<file path="config.mk">
export PLATFORM = sky130hd
export DESIGN_NAME = cfg_master_seq
export DESIGN_NICKNAME = d
export VERILOG_FILES = /design/src/rtl/cfg_seq_pkg.sv /design/src/rtl/cfg_cclk_gen.sv /design/src/rtl/cfg_bit_capture.sv /design/src/rtl/cfg_seq_fsm.sv /design/src/rtl/cfg_master_seq.sv
export SDC_FILE = /design/constraint.sdc
export NUM_CORES = 1
export LEC_CHECK = 0
export BUFFER_PORTS_ARGS = -buffer_cell sky130_fd_sc_hd__buf_2
export CAP_MARGIN = 20
export CORE_AREA = 2 2 57 86
export DETAILED_ROUTE_END_ITERATION = 7
export DIE_AREA = 0 0 59 88
export MAX_ROUTING_LAYER = met4
export PLACE_DENSITY_LB_ADDON = 0.12
export SLEW_MARGIN = 10
export SYNTH_ARGS = -nofsm -noshare
export SYNTH_HDL_FRONTEND = slang
export SYNTH_SLANG_ARGS = --single-unit
</file>
<file path="constraint.sdc">
create_clock -name clk -period 4.6 [get_ports clk]
set_clock_uncertainty 0.2 [all_clocks]
set_input_delay 0.23 -clock clk [delete_from_list [all_inputs] [get_ports clk]]
set_output_delay 0.23 -clock clk [all_outputs]
set_load 0.1 [all_outputs]
</file>
<file path="src/rtl/cfg_seq_pkg.sv">
package cfg_seq_pkg;

   typedef enum logic [2:0] {
      SEQ_INIT    = 3'd0,
      SEQ_LOAD    = 3'd1,
      SEQ_DONE    = 3'd2,
      SEQ_FAULT   = 3'd3,
      SEQ_PASSIVE = 3'd4
   } seq_state_e;

   localparam logic [2:0] MODE_MASTER_SERIAL = 3'b000;

endpackage

</file>
<file path="src/rtl/cfg_cclk_gen.sv">
module cfg_cclk_gen #(
   parameter int FAST_HALF  = 2,
   parameter int SLOW_RATIO = 8
) (
   input  logic clk,
   input  logic rst_n,
   input  logic run,
   input  logic slow,
   output logic cclk,
   output logic rise
);
   localparam int SLOW_HALF = FAST_HALF * SLOW_RATIO;
   localparam int CW        = (SLOW_HALF > 1) ? $clog2(SLOW_HALF) : 1;
   localparam logic [CW-1:0] FAST_LAST = CW'(FAST_HALF - 1);
   localparam logic [CW-1:0] SLOW_LAST = CW'(SLOW_HALF - 1);

   generate
      if (FAST_HALF < 1) begin : g_bad_fast
         $error("cfg_cclk_gen: FAST_HALF must be at least 1");
      end
      if (SLOW_RATIO < 2) begin : g_bad_ratio
         $error("cfg_cclk_gen: SLOW_RATIO must be at least 2");
      end
   endgenerate

   logic [CW-1:0] div_q;
   logic [CW-1:0] last;
   logic          term;

   always_comb begin
      last = slow ? SLOW_LAST : FAST_LAST;
      term = run && (div_q == last);
      rise = term && !cclk;
   end

   always_ff @(posedge clk or negedge rst_n) begin
      if (!rst_n) begin
         div_q <= '0;
         cclk  <= 1'b0;
      end else if (!run) begin
         div_q <= '0;
         cclk  <= 1'b0;
      end else if (term) begin
         div_q <= '0;
         cclk  <= ~cclk;
      end else begin
         div_q <= div_q + 1'b1;
      end
   end

   // the clock rests low whenever the sequencer is not loading
   a_r3_idle_low: assert property (@(posedge clk) disable iff (!rst_n)
      !run |=> !cclk);

   // a rising clock edge only follows a cycle in which loading ran
   a_r3_rise_needs_run: assert property (@(posedge clk) disable iff (!rst_n)
      $rose(cclk) |-> $past(run));

endmodule

</file>
<file path="src/rtl/cfg_bit_capture.sv">
module cfg_bit_capture (
   input  logic clk,
   input  logic rst_n,
   input  logic rise,
   input  logic din,
   output logic bit_data,
   output logic bit_valid
);
   always_ff @(posedge clk or negedge rst_n) begin
      if (!rst_n) begin
         bit_valid <= 1'b0;
         bit_data  <= 1'b0;
      end else begin
         bit_valid <= rise;
         if (rise) bit_data <= din;
      end
   end

   // the captured value is held between strobes
   a_r4_data_held: assert property (@(posedge clk) disable iff (!rst_n)
      !$past(rise) |-> $stable(bit_data));

endmodule

</file>
<file path="src/rtl/cfg_seq_fsm.sv">
module cfg_seq_fsm
   import cfg_seq_pkg::*;
#(
   parameter int LEN_W        = 24,
   parameter int CLEAR_CYCLES = 4
) (
   input  logic             clk,
   input  logic             rst_n,
   input  logic             prgm_n,
   input  logic             err,
   input  logic [2:0]       mode_sel,
   input  logic             speed_sel,
   input  logic [LEN_W-1:0] stream_len,
   input  logic             rise,
   output seq_state_e       state,
   output logic             run,
   output logic             slow_q
);
   localparam int ICW = (CLEAR_CYCLES > 1) ? $clog2(CLEAR_CYCLES) : 1;
   localparam logic [ICW-1:0] INIT_LAST = ICW'(CLEAR_CYCLES - 1);

   generate
      if (CLEAR_CYCLES < 1) begin : g_bad_clear
         $error("cfg_seq_fsm: CLEAR_CYCLES must be at least 1");
      end
   endgenerate

   logic [ICW-1:0]   init_cnt;
   logic [LEN_W-1:0] bit_cnt;
   logic             reached;

   always_comb begin
      reached = (bit_cnt == stream_len);
      run     = (state == SEQ_LOAD) && !reached;
   end

   always_ff @(posedge clk or negedge rst_n) begin
      if (!rst_n) begin
         state    <= SEQ_INIT;
         init_cnt <= '0;
         bit_cnt  <= '0;
         slow_q   <= 1'b0;
      end else if (!prgm_n) begin
         state    <= SEQ_INIT;
         init_cnt <= '0;
         bit_cnt  <= '0;
      end else begin
         case (state)
            SEQ_INIT: begin
               bit_cnt <= '0;
               if (init_cnt == INIT_LAST) begin
                  init_cnt <= '0;
                  slow_q   <= speed_sel;
                  state    <= (mode_sel == MODE_MASTER_SERIAL) ? SEQ_LOAD : SEQ_PASSIVE;
               end else begin
                  init_cnt <= init_cnt + 1'b1;
               end
            end
            SEQ_LOAD: begin
               if (err)          state   <= SEQ_FAULT;
               else if (reached) state   <= SEQ_DONE;
               else if (rise)    bit_cnt <= bit_cnt + 1'b1;
            end
            SEQ_DONE:    state <= SEQ_DONE;
            SEQ_FAULT:   state <= SEQ_FAULT;
            SEQ_PASSIVE: state <= SEQ_PASSIVE;
            default:     state <= SEQ_INIT;
         endcase
      end
   end

   // a program request restarts initialization from any state
   a_r7_prgm_restarts: assert property (@(posedge clk) disable iff (!rst_n)
      !prgm_n |=> state == SEQ_INIT);

   // an error during loading parks the sequencer in the fault state
   a_r8_err_enters: assert property (@(posedge clk) disable iff (!rst_n)
      (state == SEQ_LOAD && err && prgm_n) |=> state == SEQ_FAULT);

   // only a program request leaves the fault state
   a_r8_fault_sticks: assert property (@(posedge clk) disable iff (!rst_n)
      (state == SEQ_FAULT && prgm_n) |=> state == SEQ_FAULT);

   // loading is only entered for the master serial mode code
   a_r2_master_only: assert property (@(posedge clk) disable iff (!rst_n)
      (state == SEQ_LOAD && $past(state) == SEQ_INIT) |-> $past(mode_sel) == MODE_MASTER_SERIAL);

   // done is never reached while bits are still owed
   a_r5_no_early_done: assert property (@(posedge clk) disable iff (!rst_n)
      (state == SEQ_LOAD && !reached) |=> state != SEQ_DONE);

endmodule

</file>
<file path="src/rtl/cfg_master_seq.sv">
module cfg_master_seq
   import cfg_seq_pkg::*;
#(
   parameter int LEN_W        = 24,
   parameter int FAST_HALF    = 2,
   parameter int SLOW_RATIO   = 8,
   parameter int CLEAR_CYCLES = 4
) (
   input  logic             clk,
   input  logic             rst_n,
   input  logic [2:0]       mode_sel,
   input  logic             speed_sel,
   input  logic             din,
   input  logic             prgm_n,
   input  logic             err,
   input  logic [LEN_W-1:0] stream_len,
   output logic             cclk,
   output logic             cclk_oe,
   output logic             bit_data,
   output logic             bit_valid,
   output logic             done_pull_low,
   output logic             init_pull_low,
   output logic             cfg_clear,
   output logic             io_hiz
);
   generate
      if (LEN_W < 1 || LEN_W > 32) begin : g_bad_len
         $error("cfg_master_seq: LEN_W must lie in 1..32");
      end
   endgenerate

   seq_state_e state;
   logic       run;
   logic       slow_q;
   logic       rise;

   cfg_seq_fsm #(
      .LEN_W        (LEN_W),
      .CLEAR_CYCLES (CLEAR_CYCLES)
   ) u_fsm (
      .clk        (clk),
      .rst_n      (rst_n),
      .prgm_n     (prgm_n),
      .err        (err),
      .mode_sel   (mode_sel),
      .speed_sel  (speed_sel),
      .stream_len (stream_len),
      .rise       (rise),
      .state      (state),
      .run        (run),
      .slow_q     (slow_q)
   );

   cfg_cclk_gen #(
      .FAST_HALF  (FAST_HALF),
      .SLOW_RATIO (SLOW_RATIO)
   ) u_clk (
      .clk   (clk),
      .rst_n (rst_n),
      .run   (run),
      .slow  (slow_q),
      .cclk  (cclk),
      .rise  (rise)
   );

   cfg_bit_capture u_cap (
      .clk       (clk),
      .rst_n     (rst_n),
      .rise      (rise),
      .din       (din),
      .bit_data  (bit_data),
      .bit_valid (bit_valid)
   );

   always_comb begin
      cclk_oe       = (state == SEQ_LOAD);
      done_pull_low = (state != SEQ_DONE);
      io_hiz        = (state != SEQ_DONE);
      init_pull_low = (state == SEQ_INIT) || (state == SEQ_FAULT);
      cfg_clear     = (state == SEQ_INIT);
   end

   // a bit strobe only appears with a rising configuration clock
   a_r4_valid_on_rise: assert property (@(posedge clk) disable iff (!rst_n)
      bit_valid |-> $rose(cclk));

   // once done has been released the clock stays low
   a_r5_clock_quiet_after_done: assert property (@(posedge clk) disable iff (!rst_n)
      (!done_pull_low && $past(!done_pull_low)) |-> !cclk);

   // user I/O is never enabled while init is being pulled low
   a_r6_hiz_during_init: assert property (@(posedge clk) disable iff (!rst_n)
      init_pull_low |-> io_hiz);

endmodule

</file>
# Yosys cells after proc, flatten, opt, wreduce, memory -nomap -nowiden
# Index checks and enable logic that the tools add are counted.
# Widths: inputs -> output; s select.
[word_totals] ff_bits=37 latchBits=0 ramBits=0 rom_bits=0 in_bits=33 out_inout_bits=8 wordCells=58 memories=0
[op_classes] n_addsub=3 multipliers=0 div_mod_pow=0 magnitude_cmp=0 n_eq_ne=16 shift=0 mux=19 bitwise_logic=1 n_reduce_logical=11
[op_table] op="$mux 24" n=4
[op_table] op="$pmux 24 s2" n=1
[op_table] op="$add 24x1->24 const B" n=1
[op_table] op="$eq 24x24->1" n=1
[op_table] op="$mux 3" n=5
[op_table] op="$pmux 3 s5" n=1
[op_table] op="$mux 4" n=3
[op_table] op="$ne 3x2->1 const B" n=3
[op_table] op="$eq 3x2->1 const B" n=2
[op_table] op="$logic_not 3->1" n=2
[op_table] op="$mux 2" n=3
[op_table] op="$ne 3x3->1 const B" n=2
[op_table] op="$add 4x1->4 const B" n=1
[op_table] op="$eq 4x4->1" n=1
[op_table] op="$ne 4x3->1 const B" n=1
[op_table] op="$reduce_and 4->1" n=1
[op_table] op="$eq 3x1->1 const B" n=1
[op_table] op="$eq 3x3->1 const B" n=1
[op_table] op="$logic_and 1x1->1" n=3
[op_table] op="$ne 3x1->1 const B" n=1
[op_table] op="$reduce_and 3->1" n=1
[op_table] op="$add 2x1->2 const B" n=1
[op_table] op="$eq 2x2->1 const B" n=1
[op_table] op="$logic_not 1->1" n=2
[op_table] op="other kinds (6)" n=7

# Logic depth before layout (Yosys ltp)
[depth] word_depth=10 mapped_depth=9 ltp_nobuf=7

# Hierarchy
# From an unflattened synthesis, not the netlist that was laid out.
[unflattened] hier_cells=250 area_unflattened_um2=2456.1
[by_module_without_submodules] mod="cfg_seq_fsm" instances=1 cells_each=221 area_per_inst_um2=2108.3 seq_area_each_um2=750.7
[by_module_without_submodules] mod="cfg_cclk_gen" instances=1 cells_each=20 area_per_inst_um2=241.5 seq_area_each_um2=125.1
[by_module_without_submodules] mod="cfg_bit_capture" instances=1 cells_each=3 area_per_inst_um2=65.1 seq_area_each_um2=50.0
[by_module_without_submodules] mod="cfg_master_seq" instances=1 cells_each=6 area_per_inst_um2=41.3 seq_area_each_um2=0.0

# Worst setup path after synthesis
# OpenSTA, ideal clock, no wires.
[synth_path] kind="register to register" from="reg u_fsm.state[0]" to="reg u_fsm.slow_q" setup_time_ns=0.125 arrival_time_ns=3.452 required_time_ns=4.275 slack_ns=0.823 stages_incl_launch_ff=5 path_buffers=1 period_less_slack_ns=3.777 path_cell_list="dfrtp_1 clkbuf_1 nor3_1 nand3_1 mux2_2"
[synth_between] elab_chain_cells=2
[synth_lines] element="start, declared" line_no="cfg_seq_fsm.sv:15" text="output seq_state_e state,"
[synth_lines] element="start signal, assigned" line_no="cfg_seq_fsm.sv:54" text="state <= (mode_sel == MODE_MASTER_SERIAL) ? SEQ_LOAD : SEQ_PASSIVE;"
[synth_lines] element="$logic_not 3->1"
[synth_lines] element="via cfg_clear" line_no="cfg_master_seq.sv:23" text="output logic cfg_clear,"
[synth_lines] element="$reduce_and 3->1 (no source line)"
[synth_lines] element="end signal, assigned" line_no="cfg_seq_fsm.sv:53" text="slow_q <= speed_sel;"
[synth_lines] element="end, declared" line_no="cfg_seq_fsm.sv:17" text="output logic slow_q"
# The timed path passes the listed nets, and every way through them passes these cells.
# A chain may end at the register's enable or synchronous reset.

# Worst setup path after layout
[layout_path] from="reg u_fsm.state[1]" to="reg u_fsm.bit_cnt[19]"
[layout_between] elab_chain_cells=6 word_cells_on_any_way=12 cone_classes="5 x eq/ne; 2 x mux; 5 x reduce/logical"
[layout_lines] element="$eq 3x1->1" line_no="cfg_seq_fsm.sv:34, cfg_seq_fsm.sv:48"
[layout_lines] element="$logic_and 1x1->1" line_no="cfg_seq_fsm.sv:34" text="run = (state == SEQ_LOAD) && !reached;"
[layout_lines] element="$logic_and 1x1->1" line_no="cfg_cclk_gen.sv:32" text="term = run && (div_q == last);"
[layout_lines] element="$logic_and 1x1->1" line_no="cfg_cclk_gen.sv:33" text="rise = term && !cclk;"
[layout_lines] element="$ne 3x2->1 (no source line)"
[layout_lines] element="$reduce_and 4->1 (no source line)"
[layout_lines] element="end signal, assigned" line_no="cfg_seq_fsm.sv:62" text="else if (rise) bit_cnt <= bit_cnt + 1'b1;"
[layout_lines] element="end, declared" line_no="cfg_seq_fsm.sv:29" text="logic [LEN_W-1:0] bit_cnt;"
# Parallel ways exist; a longest one is shown, timed or not.

==> results_dict.tcl <==
set metrics [dict create \
    r2r-end "u_fsm.bit_cnt[19]$_DFFE_PN0P_" \
    ctsHtreeMaxLevel 2 \
    critPathArrivalTime_ns 2.85 \
    clock_latency_ns 0.29 \
    gp_congestion 0.8209 \
    path_cells "or4b_4, a2111oi_4, and2b_1, nand4_1, o311ai_0, o211ai_1" \
    highest_layer "met4" \
    tightest_slew_ns 1.021 \
    grt_pass1_wl_um 11140 \
    path_max_fanout 13 \
    port_buffers 40 \
    cts_made_buffers 5 \
    yosys_register_bits 37 \
    syn_inst 306 \
    cap_violations 0 \
    fin_tns_setup_ns 0 \
    max_slew_margin 0.3191 \
    p_seq_frac 0.495 \
    dr.pass1.iters 5 \
    syn-num-nets 342 \
    pwr-share-clk 0.329 \
    max_freq_ghz 0.3456 \
    fill_cells 390 \
    rsz0062_at_grt "false" \
    syn_to_final_growth_pct 10.08 \
    leakagePower_nw 1.255 \
    synth_top_cells_by_area "dfrtp_1, xnor2_1, nand2_1, nand4_1, nand3_1" \
    clockBufferDepth 2 \
    regArea_um2 925.9 \
    route.met3.wl_um 390 \
    antenna_found_initial 0 \
    synth_cell_types 51 \
    fin_crit_sh 0.6291 \
    wl_per_cell_um 17.50 \
    power_density_mw_per_mm2 241.9 \
    met2_length_um 3404 \
    vias 2480 \
    yosysWarnings 0 \
    end_kind "flop" \
    die_area_mm2 0.005192 \
    crit_path_start_kind "flop" \
    reg2reg_from "u_fsm.state[1]$_DFFE_PN0P_" \
    synth-async-reset-ratio 1.000 \
    dp_hpwl_um 4647 \
    maxSlewViolCount 0 \
    route.detailed.drc 0 \
    instances_no_fill 376 \
    multi_input_area_mm2 0.001550 \
    intPower_uw 499.5 \
    start_util 0.5912 \
    critPathSlowestCell "or4b_4" \
    rrSetupSlack_ns 1.71 \
    core_mm2 0.004429 \
    min_path_type "in2reg" \
    grtUsageTotal 0.2916 \
    syn-cell-area_mm2 0.002619 \
    critPathMaxStageDelay_ns 0.57 \
    die_h_um 88 \
    finalHoldViolCount 0 \
    crit_end "u_fsm.bit_cnt[19]$_DFFE_PN0P_" \
    p_sw_frac 0.2836 \
    period_minus_slack_ns 2.894 \
    nNetsFinal 364 \
    synth_ff_type "dfrtp_1" \
    drive_gt1_frac 0.1982 \
    grt_max_degree 38 \
    setup_viol 0 \
    wl_met1_um 2606 \
    path_clk_slew_ns 0.07 \
    seq_area_frac_synth 0.3536 \
    drt-total-wl_um 6579 \
    synth_top_area_share 0.3536 \
    die_w_um 59 \
    ant_nets 0 \
    num_rows 30 \
    ios 41 \
    syn-mean-instance-area_um2 8.558 \
    crit_required_ns 4.56 \
    ctsRootBufferMaster "clkbuf_8" \
    synth_edf_count 0 \
    switchingPower_uw 197.7 \
    dp.cells 366 \
    ir_drop_v 0.0002071 \
    pwr-share-comb 0.176 \
    reg2reg_depth 6 \
    status "finished, final reports clean" \
    overflow 0 \
    first_iter_violations 174 \
    grt_pass1_vias 2355 \
    antenna_cells 0 \
    yosysTopAreaCell "dfrtp_1" \
    critical_path_class "reg2reg" \
    vias_per_cell 6.596 \
    cts_tree "yes" \
    clock_sinks 37 \
    crit_start "u_fsm.state[1]$_DFFE_PN0P_" \
    post_cts_buffers 0 \
]
[layer usage]
layer	vias to the layer above	track usage
li1	1171	-
met1	1180	0.3458
met2	110	0.4859
met3	19	0.04136
met4	0	0.1240
met5	-	-
[sequential cells by signal, indices dropped and copies added, names as in the netlist]
register,cells
u_fsm.bit_cnt,24
u_clk.div_q,4
u_fsm.state,3
u_fsm.init_cnt,2
u_cap.bit_data,1
u_cap.bit_valid,1
u_clk.cclk,1
u_fsm.slow_q,1
[critical path: cells and delay by family (launching register included)]
kind,cells,cell delay (ns)
AND/OR/NAND/NOR,3,1.18
AO/OA/AOI/OAI,3,0.90
flip-flops,1,0.48
[synthesized netlist by cell type, drive strengths merged, types with 5 or more instances]
| cell type | count |
|---|---|
| and3 | 10 |
| nor3 | 10 |
| dfrtp | 37 |
| buf | 7 |
| nor2b | 5 |
| and2 | 6 |
| nand2 | 40 |
| o211ai | 8 |
| a32oi | 6 |
| nand4 | 22 |
| o311ai | 6 |
| nand3 | 21 |
| clkbuf | 23 |
| xnor2 | 24 |
| nor2 | 15 |
| a31o | 7 |
[kinds of logic (layout without fill, tap and decap cells)]
family	after synthesis	after routing	synth area share
compound gates	48	48	0.1567
xor+xnor	28	28	0.09364
fa+ha+maj	3	3	0.01434
buf+inv	34	56	0.05589
flops	37	37	0.3536
mux	4	4	0.01672
simple gates	152	152	0.3091
[stage by stage]
stage                     instance area [um2]  worst slack, ns    util  hold WS, ns  power [mW]
after floorplan                          2619           0.8234       -      -0.2656      0.4330
after global placement                   2766            1.794  0.6246       0.1775      0.4699
after detailed placement                 2766            1.732  0.6246       0.1765      0.4726
after CTS                                2883            1.713  0.6508      0.04672      0.7060
after global routing                     2883            1.428  0.6508      0.04587      0.7292
final                                    2883            1.706  0.6508      0.05319      0.6972
[final cells by class]
class,instances,share of cell area
clock buffer,7,0.02995
inverter,4,0.005208
timing repair buffer,45,0.08507
sequential,37,0.3212
tap,48,0.02083
multi-input combinational,235,0.5378
[layout by cell type, fill, tap and decap left out, types with 4 or more instances in the layout]
cell type	instances
nand2_1	40
buf_2	40
dfrtp_1	37
xnor2_1	24
nand4_1	22
nand3_1	21
nor2_1	15
nor3_1	10
and3_1	10
o211ai_1	8
a31o_2	7
and2_1	6
a32oi_1	6
o311ai_0	6
clkbuf_8	6
nor2b_1	5
xor2_1	4
inv_1	4
[power by group through the flow]
stage                     sequential [mW]  combinational, mW  clock [mW]
after floorplan                     0.352             0.0811           0
after global placement              0.350              0.120           0
after detailed placement            0.351              0.122           0
after CTS                           0.345              0.124       0.237
after global routing                0.346              0.133       0.251
final                               0.345              0.123       0.229
[timing repair]
item | CTS | global route
gates resized for setup | 0 | 0
hold endpoints to repair | 39 | 0
hold buffers | 3 | 0
[how the worst min path moves through the flow]
stage                 from                       endpoint  cells after the start
floorplan            rst_n     u_cap.bit_data$_DFFE_PN0P_                      0
global placement     rst_n  u_fsm.bit_cnt[10]$_DFFE_PN0P_                      1
detailed placement   rst_n  u_fsm.bit_cnt[10]$_DFFE_PN0P_                      1
CTS                 prgm_n  u_fsm.init_cnt[1]$_DFFE_PN0P_                      2
global route        prgm_n  u_fsm.init_cnt[1]$_DFFE_PN0P_                      2
finish              prgm_n  u_fsm.init_cnt[1]$_DFFE_PN0P_                      2
Note: power is estimated with default switching activity, not from simulation.
